**config.mk**
```make
export PLATFORM = sky130hd
export DESIGN_NAME = cga_cell
export DESIGN_NICKNAME = d
export VERILOG_FILES = /design/src/rtl/cga_pkg.sv /design/src/rtl/cga_rng.sv /design/src/rtl/cga_pv_lane.sv /design/src/rtl/cga_cell.sv
export SDC_FILE = /design/constraint.sdc
export NUM_CORES = 2
export LEC_CHECK = 0
export ABC_AREA = 0
export BUFFER_PORTS_ARGS = -buffer_cell sky130_fd_sc_hd__clkbuf_2
export CAP_MARGIN = 20
export CORE_MARGIN = 4
export CORE_UTILIZATION = 40
export DETAILED_ROUTE_END_ITERATION = 10
export GPL_TIMING_DRIVEN = 0
export PLACE_DENSITY_LB_ADDON = 0.3
export SLEW_MARGIN = 40
export SYNTH_ARGS = -nofsm -noshare
export SYNTH_HDL_FRONTEND = slang
export SYNTH_SLANG_ARGS = --single-unit
export TNS_END_PERCENT = 30
```
**constraint.sdc**
```tcl
create_clock -name clk -period 9.53 [get_ports clk]
set_clock_uncertainty 0.1 [all_clocks]
set_input_delay 1.4295 -clock clk [delete_from_list [all_inputs] [get_ports clk]]
set_output_delay 1.4295 -clock clk [all_outputs]
set_load 0.01 [all_outputs]
```
**src/rtl/cga_pkg.sv**
```systemverilog
package cga_pkg;

    typedef enum logic [2:0] {
        PH_IDLE,
        PH_SAMPLE_A,
        PH_SAMPLE_B,
        PH_UPDATE,
        PH_CHECK
    } phase_e;

    // Control broadcast from the sequencer to every vector lane.
    typedef struct packed {
        logic init;      // new run: reset entry, reseed random source
        logic step_a;    // draw bit of the first candidate
        logic step_b;    // draw bit of the second candidate
        logic update;    // move entry toward the winner
        logic win_a;     // first candidate won the fitness compare
        logic ld_en;     // take the replacement value
    } lane_ctl_t;

    localparam logic [31:0] RNG_TAPS = 32'h8020_0003;
    localparam logic [31:0] RNG_SALT = 32'h9E37_79B9;

    // Advance a right-shifting Galois shift register by n steps.
    function automatic logic [31:0] rng_advance(logic [31:0] s, int n);
        logic [31:0] r;
        r = s;
        for (int k = 0; k < 32; k++) begin
            if (k < n) r = r[0] ? ((r >> 1) ^ RNG_TAPS) : (r >> 1);
        end
        return r;
    endfunction

    // Distinct, never-zero starting state per lane.
    function automatic logic [31:0] lane_seed(logic [31:0] s, int idx);
        logic [31:0] m;
        m = s ^ (RNG_SALT * 32'(idx + 1));
        m = {m[18:0], m[31:19]} ^ 32'(idx);
        return (m == 32'h0) ? 32'h1 : m;
    endfunction

    function automatic logic [6:0] ones64(logic [63:0] v);
        logic [6:0] c;
        c = '0;
        for (int k = 0; k < 64; k++) c = c + 7'(v[k]);
        return c;
    endfunction

endpackage

```
**src/rtl/cga_rng.sv**
```systemverilog
module cga_rng
    import cga_pkg::*;
#(
    parameter int OUT_W = 8,
    parameter int LANE  = 0
) (
    input  logic             clk,
    input  logic             rst,
    input  logic             reseed,
    input  logic [31:0]      seed,
    output logic [OUT_W-1:0] rnd
);

    logic [31:0] state_q;

    always_ff @(posedge clk) begin
        if (rst)         state_q <= lane_seed(32'h1, LANE);
        else if (reseed) state_q <= lane_seed(seed, LANE);
        else             state_q <= rng_advance(state_q, OUT_W);
    end

    assign rnd = state_q[OUT_W-1:0];

    // the source never locks up in the all-zero state
    a_r10_rng_live: assert property (@(posedge clk) disable iff (rst)
        state_q != 32'h0);

endmodule

```
**src/rtl/cga_pv_lane.sv**
```systemverilog
module cga_pv_lane
    import cga_pkg::*;
#(
    parameter int POP  = 256,
    parameter int LANE = 0,
    localparam int PV_W  = $clog2(POP) + 1,
    localparam int RND_W = $clog2(POP)
) (
    input  logic            clk,
    input  logic            rst,
    input  logic [31:0]     seed,
    input  lane_ctl_t       ctl,
    input  logic [PV_W-1:0] ld_val,
    output logic [PV_W-1:0] entry,
    output logic            bit_a,
    output logic            bit_b
);

    localparam logic [PV_W-1:0] P_MAX = PV_W'(POP);
    localparam logic [PV_W-1:0] P_MID = PV_W'(POP / 2);

    logic [RND_W-1:0] rnd;
    logic             draw;
    logic             win_bit;
    logic [PV_W-1:0]  entry_q;

    cga_rng #(.OUT_W(RND_W), .LANE(LANE)) u_rng (
        .clk    (clk),
        .rst    (rst),
        .reseed (ctl.init),
        .seed   (seed),
        .rnd    (rnd)
    );

    assign draw    = ({1'b0, rnd} < entry_q);
    assign win_bit = ctl.win_a ? bit_a : bit_b;

    always_ff @(posedge clk) begin
        if (rst) begin
            bit_a <= 1'b0;
            bit_b <= 1'b0;
        end else begin
            if (ctl.step_a) bit_a <= draw;
            if (ctl.step_b) bit_b <= draw;
        end
    end

    always_ff @(posedge clk) begin
        if (rst || ctl.init) begin
            entry_q <= P_MID;
        end else if (ctl.ld_en) begin
            entry_q <= (ld_val > P_MAX) ? P_MAX : ld_val;
        end else if (ctl.update && (bit_a != bit_b)) begin
            if (win_bit && entry_q != P_MAX)       entry_q <= entry_q + 1'b1;
            else if (!win_bit && entry_q != '0)    entry_q <= entry_q - 1'b1;
        end
    end

    assign entry = entry_q;

    // entry moves by at most one per cycle outside init and load
    a_r4_unit_step: assert property (@(posedge clk) disable iff (rst)
        (!ctl.init && !ctl.ld_en) |=>
            ({1'b0, entry_q} <= {1'b0, $past(entry_q)} + 1'b1) &&
            ({1'b0, entry_q} + 1'b1 >= {1'b0, $past(entry_q)}));

    // entry never exceeds the nominal population
    a_r4_in_range: assert property (@(posedge clk) disable iff (rst)
        entry_q <= P_MAX);

    // a saturated entry is frozen while no load or restart occurs
    a_r6_frozen: assert property (@(posedge clk) disable iff (rst)
        (!ctl.init && !ctl.ld_en && (entry_q == '0 || entry_q == P_MAX))
            |=> $stable(entry_q));

endmodule

```
**src/rtl/cga_cell.sv**
```systemverilog
module cga_cell
    import cga_pkg::*;
#(
    parameter int CHROM_W = 32,
    parameter int POP     = 256,
    parameter int CC_W    = 16,
    localparam int PV_W   = $clog2(POP) + 1
) (
    input  logic                    clk,
    input  logic                    rst,
    input  logic                    start,
    input  logic [31:0]             seed,
    input  logic                    load,
    input  logic [CHROM_W*PV_W-1:0] load_pv,
    output logic                    pub_valid,
    output logic [CHROM_W*PV_W-1:0] pub_pv,
    output logic [CC_W-1:0]         pub_cc,
    output logic                    done,
    output logic [CHROM_W-1:0]      solution
);

    localparam logic [PV_W-1:0] P_MAX = PV_W'(POP);

    phase_e                  state_q;
    logic [CC_W-1:0]         cc_q;
    logic                    pend_q;
    logic [CHROM_W*PV_W-1:0] pend_pv_q;
    logic                    done_q;
    logic                    pub_q;
    logic [CHROM_W-1:0]      sol_q;

    lane_ctl_t               ctl;
    logic [CHROM_W-1:0]      ind_a, ind_b;
    logic [CHROM_W-1:0]      conv_vec, sol_now;
    logic [CHROM_W*PV_W-1:0] ld_src;
    logic [6:0]              fit_a, fit_b;
    logic                    all_conv;
    logic                    take_load;

    assign fit_a     = ones64(64'(ind_a));
    assign fit_b     = ones64(64'(ind_b));
    assign take_load = (state_q == PH_CHECK) && (load || pend_q);
    assign ld_src    = load ? load_pv : pend_pv_q;
    assign all_conv  = &conv_vec;

    always_comb begin
        ctl        = '0;
        ctl.init   = start;
        ctl.step_a = !start && (state_q == PH_SAMPLE_A);
        ctl.step_b = !start && (state_q == PH_SAMPLE_B);
        ctl.update = !start && (state_q == PH_UPDATE);
        ctl.win_a  = (fit_a >= fit_b);
        ctl.ld_en  = !start && take_load;
    end

    for (genvar i = 0; i < CHROM_W; i++) begin : g_lane
        logic [PV_W-1:0] ent;

        cga_pv_lane #(.POP(POP), .LANE(i)) u_lane (
            .clk    (clk),
            .rst    (rst),
            .seed   (seed),
            .ctl    (ctl),
            .ld_val (ld_src[i*PV_W +: PV_W]),
            .entry  (ent),
            .bit_a  (ind_a[i]),
            .bit_b  (ind_b[i])
        );

        assign pub_pv[i*PV_W +: PV_W] = ent;
        assign conv_vec[i]            = (ent == '0) || (ent == P_MAX);
        assign sol_now[i]             = (ent == P_MAX);
    end

    always_ff @(posedge clk) begin
        if (rst) begin
            state_q   <= PH_IDLE;
            cc_q      <= '0;
            pend_q    <= 1'b0;
            pend_pv_q <= '0;
            done_q    <= 1'b0;
            pub_q     <= 1'b0;
            sol_q     <= '0;
        end else if (start) begin
            state_q <= PH_SAMPLE_A;
            cc_q    <= '0;
            pend_q  <= 1'b0;
            done_q  <= 1'b0;
            pub_q   <= 1'b0;
            sol_q   <= '0;
        end else begin
            pub_q <= 1'b0;
            if (load && (state_q == PH_SAMPLE_A || state_q == PH_SAMPLE_B ||
                         state_q == PH_UPDATE)) begin
                pend_q    <= 1'b1;
                pend_pv_q <= load_pv;
            end
            case (state_q)
                PH_SAMPLE_A: state_q <= PH_SAMPLE_B;
                PH_SAMPLE_B: state_q <= PH_UPDATE;
                PH_UPDATE: begin
                    cc_q    <= cc_q + 1'b1;
                    pub_q   <= 1'b1;
                    state_q <= PH_CHECK;
                end
                PH_CHECK: begin
                    if (take_load) begin
                        pend_q  <= 1'b0;
                        state_q <= PH_SAMPLE_A;
                    end else if (all_conv) begin
                        done_q  <= 1'b1;
                        sol_q   <= sol_now;
                        state_q <= PH_IDLE;
                    end else begin
                        state_q <= PH_SAMPLE_A;
                    end
                end
                default: state_q <= PH_IDLE;
            endcase
        end
    end

    assign pub_valid = pub_q;
    assign pub_cc    = cc_q;
    assign done      = done_q;
    assign solution  = sol_q;

    // a publication follows the update phase
    a_r2_pub_after_update: assert property (@(posedge clk) disable iff (rst)
        pub_valid |-> $past(state_q) == PH_UPDATE);

    // the strobe is one cycle wide
    a_r2_pub_single: assert property (@(posedge clk) disable iff (rst)
        pub_valid |=> !pub_valid);

    // each publication carries the counter one higher
    a_r3_cc_step: assert property (@(posedge clk) disable iff (rst)
        pub_valid |-> pub_cc == $past(pub_cc) + 1'b1);

    // a finished run holds a converged vector matching the solution
    a_r7_done_converged: assert property (@(posedge clk) disable iff (rst)
        done |-> (all_conv && solution == sol_now));

    // no publication after the run has ended
    a_r7_quiet_when_done: assert property (@(posedge clk) disable iff (rst)
        done |-> !pub_valid);

endmodule

```
==> results.py <==
metrics = {
    "outcome": {
        "status": "finished clean",
    },
    "power": {
        "peakVddDrop_mv": 0.469,
        "seqPwrFrac": 0.320,
        "p_comb_frac": 0.401,
        "pwr-share-clk": 0.280,
        "switching_share": 0.396,
        "pwr_density_cell_nw_per_um2": 260,
        "p_switching_mw": 10.5,
        "p_leak_nw": 41.8,
        "internal_power_mw": 16.0,
    },
    "cts": {
        "clkTransAtPathRegs_ns": 0.07,
        "cts_sinks": 1718,
        "cts_tree": "built",
        "cts_hold_buffers": 0,
        "cts_buffers": 181,
        "htreeDepth": 4,
        "clock_path_buffers": 3,
        "root_buffer": "clkbuf_16",
        "worstSkewPairLatency_ns": 0.87,
    },
    "logic_synthesis": {
        "synth_top_area_cell": "dfxtp_1",
        "ys_warn_count": 0,
        "syn_inst": 9805,
        "synth-edff-count": 0,
        "synth.most_common_cell": "dfxtp_1",
        "ys_seq_area_frac": 0.396,
        "synth_cell_types": 86,
        "synth-seq-cells": 1718,
        "synth_area_um2": 86800,
        "async_reset_ff_frac": 0,
        "synthTopCellsByArea": "dfxtp_1 (40%), ha_1 (6.8%), nand2_1 (6.1%)",
        "synth_flop_cell": "dfxtp_1",
        "synthesis.nets": 10700,
        "synth_commonest_cells": "dfxtp_1 (1718), nand2_1 (1417), a21oi_1 (912)",
        "synth.avg_cell_area_um2": 8.86,
        "synth_top_area_share": 0.396,
    },
    "setup_path": {
        "cp.depth": 30,
        "cpPeakStageDelay_ns": 0.60,
        "crit_buf_inv": 5,
        "cp_common_cell": "fa_1",
        "worst_r2r_path_depth": 30,
        "crit_path_max_fanout": 10,
        "crit_family": "adder cells",
        "path_class": "reg2reg",
        "worst_ep_required_time_ns": 10.17,
        "worst_setup_path_start_kind": "flop",
        "endpoint_kind": "flop",
        "cp_slowest_cell": "fa_1",
        "crit_arrival_ns": 10.06,
    },
    "global_routing": {
        "antenna_found_initial": 50,
        "grt-ovfl-total": 0,
        "gr-max-usage-layer": "met2",
        "grtUsageTotal": 0.374,
        "grt_max_degree": 17,
        "grt_pass1_wl_mm": 597,
        "met2_usage": 0.540,
        "use_met1": 0.491,
        "grt_use_met3": 0.0899,
        "grt_pass1_vias": 77300,
    },
    "route": {
        "vias_per_cell": 6.09,
        "wl_per_cell_um": 32.0,
        "route.antenna.remaining_nets": 0,
        "drt_wl_total_mm": 439,
        "first_pass_iters": 9,
        "drc": 0,
        "vias": 83500,
        "detail_route.iter0.violations": 11400,
    },
    "timing": {
        "post-route-period-util": 0.987,
        "setup_viol_count_final": 0,
        "max_freq_mhz": 106,
        "worst_hold_slack_ns": 0.322,
        "rsz0062_at_grt": "true",
        "slew_headroom": 0.344,
        "fin_crit_ns": 9.41,
        "tightest_slew_ns": 0.977,
        "finalMaxSlewViolations": 0,
        "finalHoldViolations": 0,
        "setup_slack_ns": 0.120,
    },
    "final_layout": {
        "nNetsFinal": 11600,
        "syn2layout_area_growth_pct": 17.3,
        "drive_gt1_frac": 0.157,
        "final_area_um2": 102000,
        "nFillCells": 20500,
    },
    "floorplanning": {
        "die_x_um": 474,
        "io-pin-count": 662,
        "placementRows": 170,
        "die-area_um2": 225000,
        "die_h_um": 474,
        "initial_utilization": 0.403,
        "core_um2": 215000,
    },
    "placed_design": {
        "dp.final_hpwl_mm": 342,
        "port_buffers": 647,
        "gp_congestion": 1.02,
        "pre_cts_ws_ns": -0.355,
        "placed_area_um2": 95300,
    },
    "worst_hold_path": {
        "whs_path_depth": 2,
        "hold_path.class": "reg2reg",
    },
    "run": {
        "cap_viol_max_count": 0,
    },
}
[power groups by stage]
stage          combinational [mW]  clock, mW  sequential [mW]
2_1_floorplan                6.66          0             8.32
3_3_place_gp                 9.61          0             8.55
3_5_place_dp                 9.78          0             8.57
4_1_cts                      9.90       7.36             8.41
5_1_grt                      11.0       7.64             8.48
6_report                     10.6       7.39             8.45
[registers in the layout (all words and copies together), names as in the netlist]
signal	flops
state_q	3
solution	32
pub_cc	16
pend_pv_q	288
g_lane.u_lane.u_rng.state_q	1024
pend_q	1
g_lane.u_lane.bit_b	32
g_lane.u_lane.bit_a	32
done	1
pub_valid	1
g_lane.u_lane.entry	288
[layout make-up]
type / instances / area, um2 / area share
clock buffer: 259 / 5170 / 0.0508
buffer: 551 / 2570 / 0.0252
clock inverter: 72 / 871 / 0.00855
multi-input combinational: 7102 / 49100 / 0.483
timing repair buffer: 703 / 4440 / 0.0436
tap: 2838 / 3550 / 0.0349
sequential: 1718 / 34400 / 0.338
inverter: 434 / 1630 / 0.0160
antenna: 25 / 62.6 / 0.000614
[metrics by stage]
| step | setup TNS, ns | total power [mW] | util | cells |
|---|---|---|---|---|
| finish | 0 | 26.4 | 0.473 | 13700 |
| CTS | -1.37 | 25.7 | 0.471 | 13700 |
| detailed placement | -3.57 | 18.3 | 0.443 | 13300 |
| global route | -0.278 | 27.1 | 0.473 | 13700 |
| global placement | -8.31 | 18.2 | 0.435 | 13300 |
| floorplan | 0 | 15.0 | - | 9805 |
[what timing repair did]
action                                 CTS  global route
setup endpoints to repair               26            50
setup buffers                            0             6
resized for setup                       16            46
pin swaps                                0             6
endpoints found under the hold margin    0             0
[metal layers]
| metal | vias to the layer above | routed length [um] |
|---|---|---|
| met3 | 1281 | 52900 |
| met5 | - | 197 |
| met2 | 5650 | 178000 |
| li1 | 35800 | - |
| met4 | 18 | 36600 |
| met1 | 40800 | 171000 |
[cell families (layout without fill, tap and decap cells)]
| group | after synthesis | after routing | share of synthesized area |
|---|---|---|---|
| and+or+nand+nor | 2640 | 2640 | 0.132 |
| AOI/OAI and AO/OA | 2424 | 2424 | 0.179 |
| DFF | 1718 | 1718 | 0.396 |
| buffers and inverters | 985 | 2019 | 0.0453 |
| xor gates and xnor gates | 961 | 961 | 0.0969 |
| adders and majority gates | 549 | 549 | 0.0860 |
| muxes | 528 | 528 | 0.0645 |
| other | 0 | 25 | 0 |
[cells in the final DEF (no fill, tap or decap), types with 29 or more instances in the layout]
cell type and n:
or3_1 33, o21bai_1 39, clkinv_2 33, a211o_1 33
xor2_1 374, o311ai_0 31, buf_2 76, o311a_1 38
xnor2_1 587, nor2_1 485, nor3_1 123, nand3_1 207
mux2i_2 29, nor4_1 85, o211ai_1 42, inv_1 430
o21ai_0 390, nand2_1 1413, clkbuf_2 795, buf_16 35
clkbuf_8 31, buf_4 32, clkbuf_1 319, o21a_1 296
mux2_2 252, and3_1 43, mux2i_1 239, a211oi_1 163
a21o_1 152, fa_1 77, a21oi_1 898, a311oi_1 101
ha_1 468, clkbuf_16 183, nand2b_1 73, dfxtp_1 1717
[final timing paths]
path                                                    startpoint                                end  slack, ns
worst max-delay path                       g_lane[25].u_lane.bit_b         g_lane[14].u_lane.entry[8]       0.12
worst min-delay path            g_lane[3].u_lane.u_rng.state_q[14]  g_lane[3].u_lane.u_rng.state_q[6]       0.32
worst max register to register             g_lane[25].u_lane.bit_b         g_lane[14].u_lane.entry[8]       0.12
worst min register to register  g_lane[3].u_lane.u_rng.state_q[14]  g_lane[3].u_lane.u_rng.state_q[6]       0.32
[tightest hold or removal path, cell delays in order, from the launching register on]
cell,delay (ns)
dfxtp_1,0.30
nand2_1,0.04
nand2_1,0.05
(Power assumes the default switching activity.)
